===== src/rtl/msd_pkg.sv =====
package msd_pkg;
    typedef enum logic [1:0] {
        CL_RX  = 2'd0,
        CL_SND = 2'd1,
        CL_DN  = 2'd2
    } cls_e;
    localparam int NCLS = 3;
endpackage


===== src/rtl/msd_arb.sv =====
module msd_arb
    import msd_pkg::*;
(
    input  logic            clk,
    input  logic            rst_n,
    input  logic [NCLS-1:0] req,
    input  logic            urgent,
    output logic [NCLS-1:0] gnt
);
    typedef struct packed {
        logic [1:0] last;
    } arb_t;

    arb_t q, d;

    always_comb begin
        int cand;
        d    = q;
        gnt  = '0;
        cand = 0;
        if (urgent && req[CL_RX]) begin
            gnt[CL_RX] = 1'b1;
        end else begin
            for (int k = 1; k <= NCLS; k++) begin
                cand = (int'(q.last) + k) % NCLS;
                if (gnt == '0 && req[cand]) gnt[cand] = 1'b1;
            end
        end
        for (int i = 0; i < NCLS; i++) begin
            if (gnt[i]) d.last = 2'(i);
        end
    end

    always_ff @(posedge clk) begin
        if (!rst_n) q.last <= 2'(CL_DN);
        else        q <= d;
    end
endmodule


===== src/rtl/msd_chunk.sv =====
module msd_chunk #(
    parameter int PAGE_BITS = 13,
    parameter int REM_W     = 16
) (
    input  logic [PAGE_BITS-1:0] off,
    input  logic [REM_W-1:0]     rem,
    output logic [PAGE_BITS:0]   len,
    output logic                 fits
);
    localparam int PAGE = 1 << PAGE_BITS;
    localparam int CW   = (REM_W > PAGE_BITS + 1) ? REM_W : PAGE_BITS + 1;

    logic [CW-1:0] room_w, rem_w;

    always_comb begin
        room_w = CW'(PAGE) - CW'(off);
        rem_w  = CW'(rem);
        fits   = (rem_w <= room_w);
        len    = fits ? (PAGE_BITS+1)'(rem_w) : (PAGE_BITS+1)'(room_w);
    end
endmodule


===== src/rtl/msd_top.sv =====
module msd_top
    import msd_pkg::*;
#(
    parameter int PAGE_BITS = 13,
    parameter int VA_W      = 32,
    parameter int PA_W      = 32,
    parameter int LEN_W     = 20,
    parameter int ID_W      = 6,
    parameter int IDX_W     = 8,
    localparam int SL_W     = PAGE_BITS + 1,
    localparam int VPN_W    = VA_W - PAGE_BITS,
    localparam int PPN_W    = PA_W - PAGE_BITS
) (
    input  logic             clk,
    input  logic             rst_n,
    input  logic             snd_valid,
    output logic             snd_ready,
    input  logic [ID_W-1:0]  snd_id,
    input  logic [VA_W-1:0]  snd_va,
    input  logic [LEN_W-1:0] snd_len,
    input  logic             seg_ready,
    output logic             seg_valid,
    output logic [ID_W-1:0]  seg_id,
    output logic [IDX_W-1:0] seg_idx,
    output logic [SL_W-1:0]  seg_len,
    output logic             seg_last,
    output logic [PA_W-1:0]  seg_paddr,
    input  logic             rx_valid,
    output logic             rx_ready,
    input  logic [ID_W-1:0]  rx_id,
    input  logic [IDX_W-1:0] rx_idx,
    input  logic [SL_W-1:0]  rx_len,
    input  logic             rx_last,
    input  logic [VA_W-1:0]  rx_base,
    input  logic             rx_near_full,
    output logic             wr_valid,
    output logic [PA_W-1:0]  wr_paddr,
    output logic [SL_W-1:0]  wr_len,
    output logic [VPN_W-1:0] xl_vpn,
    input  logic             xl_hit,
    input  logic [PPN_W-1:0] xl_ppn,
    output logic             done_valid,
    output logic             done_rx,
    output logic [ID_W-1:0]  done_id,
    output logic             done_err
);
    typedef struct packed {
        // send context
        logic             s_act;
        logic             s_dn;
        logic             s_err;
        logic [ID_W-1:0]  s_id;
        logic [VA_W-1:0]  s_va;
        logic [LEN_W-1:0] s_rem;
        logic [IDX_W-1:0] s_idx;
        // receive context
        logic             r_full;
        logic             r_dn;
        logic             r_err;
        logic             r_bad;
        logic             r_last;
        logic [ID_W-1:0]  r_id;
        logic [VA_W-1:0]  r_va;
        logic [SL_W-1:0]  r_rem;
        // registered outputs
        logic             seg_v;
        logic [ID_W-1:0]  seg_id;
        logic [IDX_W-1:0] seg_idx;
        logic [SL_W-1:0]  seg_len;
        logic             seg_last;
        logic [PA_W-1:0]  seg_pa;
        logic             wr_v;
        logic [PA_W-1:0]  wr_pa;
        logic [SL_W-1:0]  wr_len;
        logic             dn_v;
        logic             dn_rx;
        logic [ID_W-1:0]  dn_id;
        logic             dn_err;
    } st_t;

    st_t q, d;

    logic [NCLS-1:0] req, gnt;
    logic [SL_W-1:0] s_chunk, r_chunk;
    logic            s_fit, r_fit;

    assign req[CL_RX]  = q.r_full;
    assign req[CL_SND] = q.s_act && seg_ready;
    assign req[CL_DN]  = q.s_dn || q.r_dn;

    msd_arb u_arb (
        .clk   (clk),
        .rst_n (rst_n),
        .req   (req),
        .urgent(rx_near_full),
        .gnt   (gnt)
    );

    msd_chunk #(.PAGE_BITS(PAGE_BITS), .REM_W(LEN_W)) u_s_chunk (
        .off (q.s_va[PAGE_BITS-1:0]),
        .rem (q.s_rem),
        .len (s_chunk),
        .fits(s_fit)
    );

    msd_chunk #(.PAGE_BITS(PAGE_BITS), .REM_W(SL_W)) u_r_chunk (
        .off (q.r_va[PAGE_BITS-1:0]),
        .rem (q.r_rem),
        .len (r_chunk),
        .fits(r_fit)
    );

    assign xl_vpn    = gnt[CL_SND] ? q.s_va[VA_W-1:PAGE_BITS] : q.r_va[VA_W-1:PAGE_BITS];
    assign snd_ready = !q.s_act && !q.s_dn;
    assign rx_ready  = !q.r_full && !q.r_dn;

    always_comb begin
        d      = q;
        d.seg_v = 1'b0;
        d.wr_v  = 1'b0;
        d.dn_v  = 1'b0;

        // descriptor intake
        if (snd_valid && snd_ready) begin
            d.s_id  = snd_id;
            d.s_va  = snd_va;
            d.s_rem = snd_len;
            d.s_idx = '0;
            d.s_err = 1'b0;
            if (snd_len == '0) d.s_dn  = 1'b1;
            else               d.s_act = 1'b1;
        end
        if (rx_valid && rx_ready) begin
            d.r_full = 1'b1;
            d.r_id   = rx_id;
            d.r_last = rx_last;
            d.r_rem  = rx_len;
            if (rx_idx == '0) begin
                d.r_va  = rx_base;
                d.r_bad = 1'b0;
            end
        end

        // granted action
        if (gnt[CL_SND]) begin
            if (xl_hit) begin
                d.seg_v    = 1'b1;
                d.seg_id   = q.s_id;
                d.seg_idx  = q.s_idx;
                d.seg_len  = s_chunk;
                d.seg_last = s_fit;
                d.seg_pa   = {xl_ppn, q.s_va[PAGE_BITS-1:0]};
                d.s_va     = q.s_va + VA_W'(s_chunk);
                d.s_rem    = q.s_rem - LEN_W'(s_chunk);
                d.s_idx    = q.s_idx + 1'b1;
                if (s_fit) begin
                    d.s_act = 1'b0;
                    d.s_dn  = 1'b1;
                end
            end else begin
                d.s_act = 1'b0;
                d.s_dn  = 1'b1;
                d.s_err = 1'b1;
            end
        end else if (gnt[CL_RX]) begin
            if (q.r_bad || q.r_rem == '0) begin
                d.r_full = 1'b0;
                if (q.r_last) begin
                    d.r_dn  = 1'b1;
                    d.r_err = q.r_bad;
                end
            end else if (xl_hit) begin
                d.wr_v   = 1'b1;
                d.wr_pa  = {xl_ppn, q.r_va[PAGE_BITS-1:0]};
                d.wr_len = r_chunk;
                d.r_va   = q.r_va + VA_W'(r_chunk);
                d.r_rem  = q.r_rem - r_chunk;
                if (r_fit) begin
                    d.r_full = 1'b0;
                    if (q.r_last) begin
                        d.r_dn  = 1'b1;
                        d.r_err = 1'b0;
                    end
                end
            end else begin
                d.r_bad  = 1'b1;
                d.r_full = 1'b0;
                if (q.r_last) begin
                    d.r_dn  = 1'b1;
                    d.r_err = 1'b1;
                end
            end
        end else if (gnt[CL_DN]) begin
            d.dn_v = 1'b1;
            if (q.r_dn) begin
                d.dn_rx  = 1'b1;
                d.dn_id  = q.r_id;
                d.dn_err = q.r_err;
                d.r_dn   = 1'b0;
            end else begin
                d.dn_rx  = 1'b0;
                d.dn_id  = q.s_id;
                d.dn_err = q.s_err;
                d.s_dn   = 1'b0;
            end
        end
    end

    always_ff @(posedge clk) begin
        if (!rst_n) q <= '0;
        else        q <= d;
    end

    assign seg_valid  = q.seg_v;
    assign seg_id     = q.seg_id;
    assign seg_idx    = q.seg_idx;
    assign seg_len    = q.seg_len;
    assign seg_last   = q.seg_last;
    assign seg_paddr  = q.seg_pa;
    assign wr_valid   = q.wr_v;
    assign wr_paddr   = q.wr_pa;
    assign wr_len     = q.wr_len;
    assign done_valid = q.dn_v;
    assign done_rx    = q.dn_rx;
    assign done_id    = q.dn_id;
    assign done_err   = q.dn_err;
endmodule


===== config.mk =====
export PLATFORM = sky130hd
export DESIGN_NAME = msd_top
export DESIGN_NICKNAME = d
export VERILOG_FILES = /design/src/rtl/msd_pkg.sv /design/src/rtl/msd_arb.sv /design/src/rtl/msd_chunk.sv /design/src/rtl/msd_top.sv
export SDC_FILE = /design/constraint.sdc
export NUM_CORES = 1
export LEC_CHECK = 0
export CORE_ASPECT_RATIO = 1.75
export CORE_MARGIN = 2
export CORE_UTILIZATION = 30
export CTS_BUF_LIST = sky130_fd_sc_hd__clkbuf_4
export CTS_CLUSTER_SIZE = 12
export DETAILED_ROUTE_END_ITERATION = 16
export DONT_BUFFER_PORTS = 1
export GPL_ROUTABILITY_DRIVEN = 0
export GPL_TIMING_DRIVEN = 0
export SLEW_MARGIN = 10
export SYNTH_ARGS = -nofsm -noshare
export SYNTH_HDL_FRONTEND = slang
export SYNTH_SLANG_ARGS = --single-unit

===== constraint.sdc =====
create_clock -name clk -period 5.9 [get_ports clk]
set_input_delay 0.59 -clock clk [delete_from_list [all_inputs] [get_ports clk]]
set_output_delay 0.59 -clock clk [all_outputs]
set_load 0.005 [all_outputs]

==> run_summary.xml <==
<?xml version="1.0" encoding="UTF-8"?>
<metrics>
  <group name="outcome">
    <metric name="run_status" unit="">completed</metric>
  </group>
  <group name="sta">
    <metric name="final.period_utilization" unit="%">95.40</metric>
    <metric name="relative_max_transition_margin" unit="%">29.36</metric>
    <metric name="min_period" unit="ns">5.629</metric>
    <metric name="finalSetupTns" unit="ns">0</metric>
    <metric name="drv_slew" unit="">0</metric>
    <metric name="worst_clock_skew" unit="ns">0.06177</metric>
    <metric name="max_clock_freq" unit="MHz">177.7</metric>
    <metric name="setup-violations-final" unit="">0</metric>
    <metric name="timing.final.hold_violations" unit="">0</metric>
    <metric name="worst_slew_pin_slew" unit="ns">1.060</metric>
  </group>
  <group name="place">
    <metric name="placedCellCount" unit="">2687</metric>
    <metric name="place.port_buffers" unit="">0</metric>
    <metric name="hpwlAfterDp" unit="microns">49150</metric>
    <metric name="place_area" unit="sq um">16150</metric>
  </group>
  <group name="cells_and_area">
    <metric name="final-instance-count-excl-fill" unit="">2897</metric>
    <metric name="finalInstanceArea" unit="sq um">18390</metric>
    <metric name="share_of_post_route_cells_with_drive_strength_above_1" unit="%">15.90</metric>
    <metric name="flow.area_growth_from_synthesis" unit="%">20.03</metric>
    <metric name="final_nets" unit="">2432</metric>
  </group>
  <group name="global_routing">
    <metric name="globalRoute.busiestLayer" unit="">met2</metric>
    <metric name="grt_util_met2" unit="%">43.98</metric>
    <metric name="globalRouteMet3Util" unit="%">4.624</metric>
    <metric name="grt_first_pass_wirelength" unit="microns">92120</metric>
    <metric name="grt_start_max_net_pins" unit="">11</metric>
    <metric name="grt-ovfl-total" unit="">0</metric>
    <metric name="grt.met1_usage" unit="%">21.41</metric>
    <metric name="vias_in_the_first_global_route" unit="">15720</metric>
    <metric name="grt_use_total" unit="%">23.08</metric>
    <metric name="antenna_violations_before_repair" unit="">6</metric>
  </group>
  <group name="critical_path">
    <metric name="setup.worst_path.class" unit="">reg2reg</metric>
    <metric name="longest_individual_stage_delay_on_the_worst_path" unit="ns">0.40</metric>
    <metric name="endpoint_kind" unit="">flip-flop</metric>
    <metric name="critical_path.reg2reg.endpoint" unit="">q[233]</metric>
    <metric name="critical_path.slowest_cell" unit="">sky130_fd_sc_hd__fa_1</metric>
    <metric name="timing.critical_path.fanout_max" unit="">7</metric>
    <metric name="critical_path.startpoint" unit="">q[205]</metric>
    <metric name="timing.reg2reg.setup_slack" unit="ns">0.27</metric>
    <metric name="cp.arrival" unit="ns">6.32</metric>
    <metric name="crit_path_start_kind" unit="">flip-flop</metric>
    <metric name="critical_path_rt" unit="ns">6.60</metric>
    <metric name="crit-reg2reg-launch" unit="">q[205]</metric>
    <metric name="worstRegToRegCells" unit="">27</metric>
  </group>
  <group name="power">
    <metric name="cellLeakagePower" unit="nW">7.548</metric>
    <metric name="power.density" unit="nW/um^2">748.0</metric>
    <metric name="worst_ir_drop_vdd" unit="mV">0.3759</metric>
  </group>
  <group name="yosys">
    <metric name="synthesis.area_per_instance" unit="sq um">7.579</metric>
    <metric name="yosys_register_bits" unit="">246</metric>
    <metric name="async_flop_share" unit="%">0</metric>
    <metric name="synth_ff_type" unit="">sky130_fd_sc_hd__dfxtp_1</metric>
    <metric name="synth.cell_area" unit="sq um">15320</metric>
    <metric name="postSynthNetCount" unit="">2260</metric>
    <metric name="number_of_enable_flip_flop_cells_after_synthesis" unit="">0</metric>
    <metric name="post_synth_num_cell_types" unit="">75</metric>
    <metric name="seq_area_frac_synth" unit="%">32.15</metric>
    <metric name="ys_warnings" unit="">0</metric>
    <metric name="post_synth_inst_count" unit="">2021</metric>
  </group>
  <group name="worst_hold_path">
    <metric name="worst_hold_startpoint" unit="">snd_va[28]</metric>
    <metric name="whs_path_depth" unit="">2</metric>
    <metric name="hold_path_end" unit="">q[231]</metric>
    <metric name="worst_hold_path_type" unit="">in2reg</metric>
  </group>
  <group name="job">
    <metric name="max_cap_viol_count" unit="">0</metric>
  </group>
  <group name="floorplan">
    <metric name="std_cell_rows" unit="">109</metric>
    <metric name="placeableCoreArea" unit="sq um">50460</metric>
    <metric name="dieArea" unit="sq um">52950</metric>
    <metric name="pin_count" unit="">284</metric>
    <metric name="die_x" unit="microns">174.8</metric>
    <metric name="initial_utilization" unit="%">30.35</metric>
    <metric name="die-height" unit="microns">302.9</metric>
  </group>
  <group name="drt">
    <metric name="detail_route.drc_violations" unit="">0</metric>
    <metric name="drtAntennaViolNets" unit="">0</metric>
    <metric name="detailroute.via_count" unit="">15770</metric>
    <metric name="drt_wl_total" unit="microns">63420</metric>
    <metric name="drt_iter0_drc" unit="">998</metric>
    <metric name="viasPerCell" unit="">5.442</metric>
    <metric name="drt_pre_antenna_iters" unit="">6</metric>
    <metric name="wire_per_inst" unit="microns">21.89</metric>
  </group>
  <group name="clocking">
    <metric name="cts_buffers" unit="">70</metric>
    <metric name="cts_sink_count" unit="">246</metric>
    <metric name="clkTransAtPathRegs" unit="ns">0.07</metric>
    <metric name="tritoncts" unit="">done</metric>
    <metric name="clock_latency" unit="ns">0.80</metric>
    <metric name="ctsHtreeMaxLevel" unit="">3</metric>
    <metric name="cts.path.max_buffers" unit="">3</metric>
    <metric name="cts_root_buf" unit="">sky130_fd_sc_hd__clkbuf_4</metric>
  </group>
</metrics>
power breakdown:
part | leakage [nW] | internal, mW | switching, mW
Sequential | 2.01 | 2.10 | 0.564
Clock | 0.477 | 0.802 | 0.802
Combinational | 5.07 | 3.94 | 5.54
synthesized netlist by cell type (31+ instances only):
master / count / area, sq um
sky130_fd_sc_hd__ha_1: 90 / 1126
sky130_fd_sc_hd__buf_4: 117 / 878.3
sky130_fd_sc_hd__o21ai_0: 94 / 470.5
sky130_fd_sc_hd__nor3_1: 41 / 205.2
sky130_fd_sc_hd__inv_1: 79 / 296.5
sky130_fd_sc_hd__nand2_1: 420 / 1577
sky130_fd_sc_hd__a311oi_1: 53 / 464.2
sky130_fd_sc_hd__and3_1: 31 / 193.9
sky130_fd_sc_hd__xnor2_1: 46 / 402.9
sky130_fd_sc_hd__a211oi_1: 33 / 247.7
sky130_fd_sc_hd__nor2_1: 136 / 510.5
sky130_fd_sc_hd__clkbuf_1: 77 / 289.0
sky130_fd_sc_hd__mux2i_1: 38 / 380.4
sky130_fd_sc_hd__a21oi_1: 206 / 1031
sky130_fd_sc_hd__dfxtp_1: 246 / 4925
timing repair:
action                                 in CTS  in global routing
endpoints found under the hold margin     103                  0
pin swaps                                   8                 13
setup endpoints to repair                  76                 45
resized for setup                          47                 51
buffers inserted                           12                  6
hold buffers                               84                  0
cell type report:
cell class | instances | area [sq um]
Clock buffer | 92 | 690.7
Buffer | 221 | 1329
Sequential cell | 246 | 4927
Inverter | 79 | 296.5
Multi-Input combinational cell | 1473 | 9195
Timing Repair Buffer | 102 | 988.4
Clock inverter | 13 | 112.6
Fill cell | 5349 | 32080
Tap cell | 666 | 833.3
Antenna cell | 5 | 12.51
state kept, by name (all words and copies together) (netlist names):
register and flops:
seg_len 14, seg_idx 8, done_rx 1, seg_valid 1, seg_last 1, seg_id 6
q 126, wr_paddr 32, seg_paddr 32, done_err 1, wr_valid 1, done_id 6
done_valid 1, u_arb.q 2, wr_len 14
through the flow:
| step | hold slack (ns) | power [mW] | utilization (%) | setup WS [ns] |
|---|---|---|---|---|
| after floorplan | 0.4313 | 8.882 | - | 0.2467 |
| after global placement | 0.4388 | 10.91 | 32.01 | -1.376 |
| after detailed placement | 0.4469 | 11.09 | 32.01 | -1.575 |
| after CTS | 0.001508 | 13.36 | 35.95 | 0.001187 |
| after global routing | 0.02998 | 14.84 | 36.43 | -0.01609 |
| final | 0.06419 | 13.75 | 36.43 | 0.2711 |
cells in the final DEF, fill, tap and decap left out, drive strengths merged, types with 9 or more instances in the layout:
cell type	synthesis	routed
a211oi	33	33
a21o	14	14
a21oi	206	206
a311oi	53	53
a31oi	15	15
and2	9	9
and3	31	31
buf	146	164
clkbuf	77	167
clkinv	0	9
dfxtp	246	246
dlygate4sd3	0	84
ha	90	90
inv	79	80
mux2	10	10
mux2i	38	38
nand2	422	422
nand2b	13	13
nand3	29	29
nand4	9	9
nor2	139	139
nor3	43	43
nor4	29	29
o211ai	9	9
o21a	17	17
o21ai	96	96
xnor2	46	46
xor2	18	18
worst max-delay path, delay by kind of cell (launching register included):
kind	cells	cell delay, ns
AO/OA/AOI/OAI	7	1.38
XOR/XNOR	1	0.18
adder cells (fa/ha/maj)	3	0.92
buffers and inverters	5	0.65
flip-flops	1	0.31
multiplexers	1	0.24
AND/OR/NAND/NOR	10	1.85
cells by family (layout without fill, tap and decap cells):
| kind of cell | count (synthesis) | after routing | synth area share [%] |
|---|---|---|---|
| buffers and inverters | 302 | 507 | 10.50 |
| and+or+nand+nor | 764 | 764 | 21.96 |
| other | 0 | 5 | 0 |
| DFF | 246 | 246 | 32.15 |
| adders and majority gates | 94 | 94 | 7.875 |
| xor gates and xnor gates | 64 | 64 | 3.660 |
| AOI/OAI and AO/OA | 503 | 503 | 20.64 |
| muxes | 48 | 48 | 3.218 |
worst max path at each step:
stage          endpoint  slack, ns  cells past startpoint
2_1_floorplan    q[145]       0.25                     26
3_3_place_gp     q[226]      -1.38                     25
3_5_place_dp     q[226]      -1.58                     25
4_1_cts          q[227]      0.001                     26
5_1_grt          q[163]      -0.02                     24
6_report         q[233]       0.27                     27
per-layer routing:
metal | part of all wire, % | routed length (microns) | vias up
li1 | - | - | 7346
met5 | 0.041 | 26 | -
met1 | 33 | 21080 | 7434
met2 | 53 | 33620 | 706
met3 | 5.5 | 3498 | 276
met4 | 8.2 | 5187 | 4
Power figures use the tool's default switching activity.
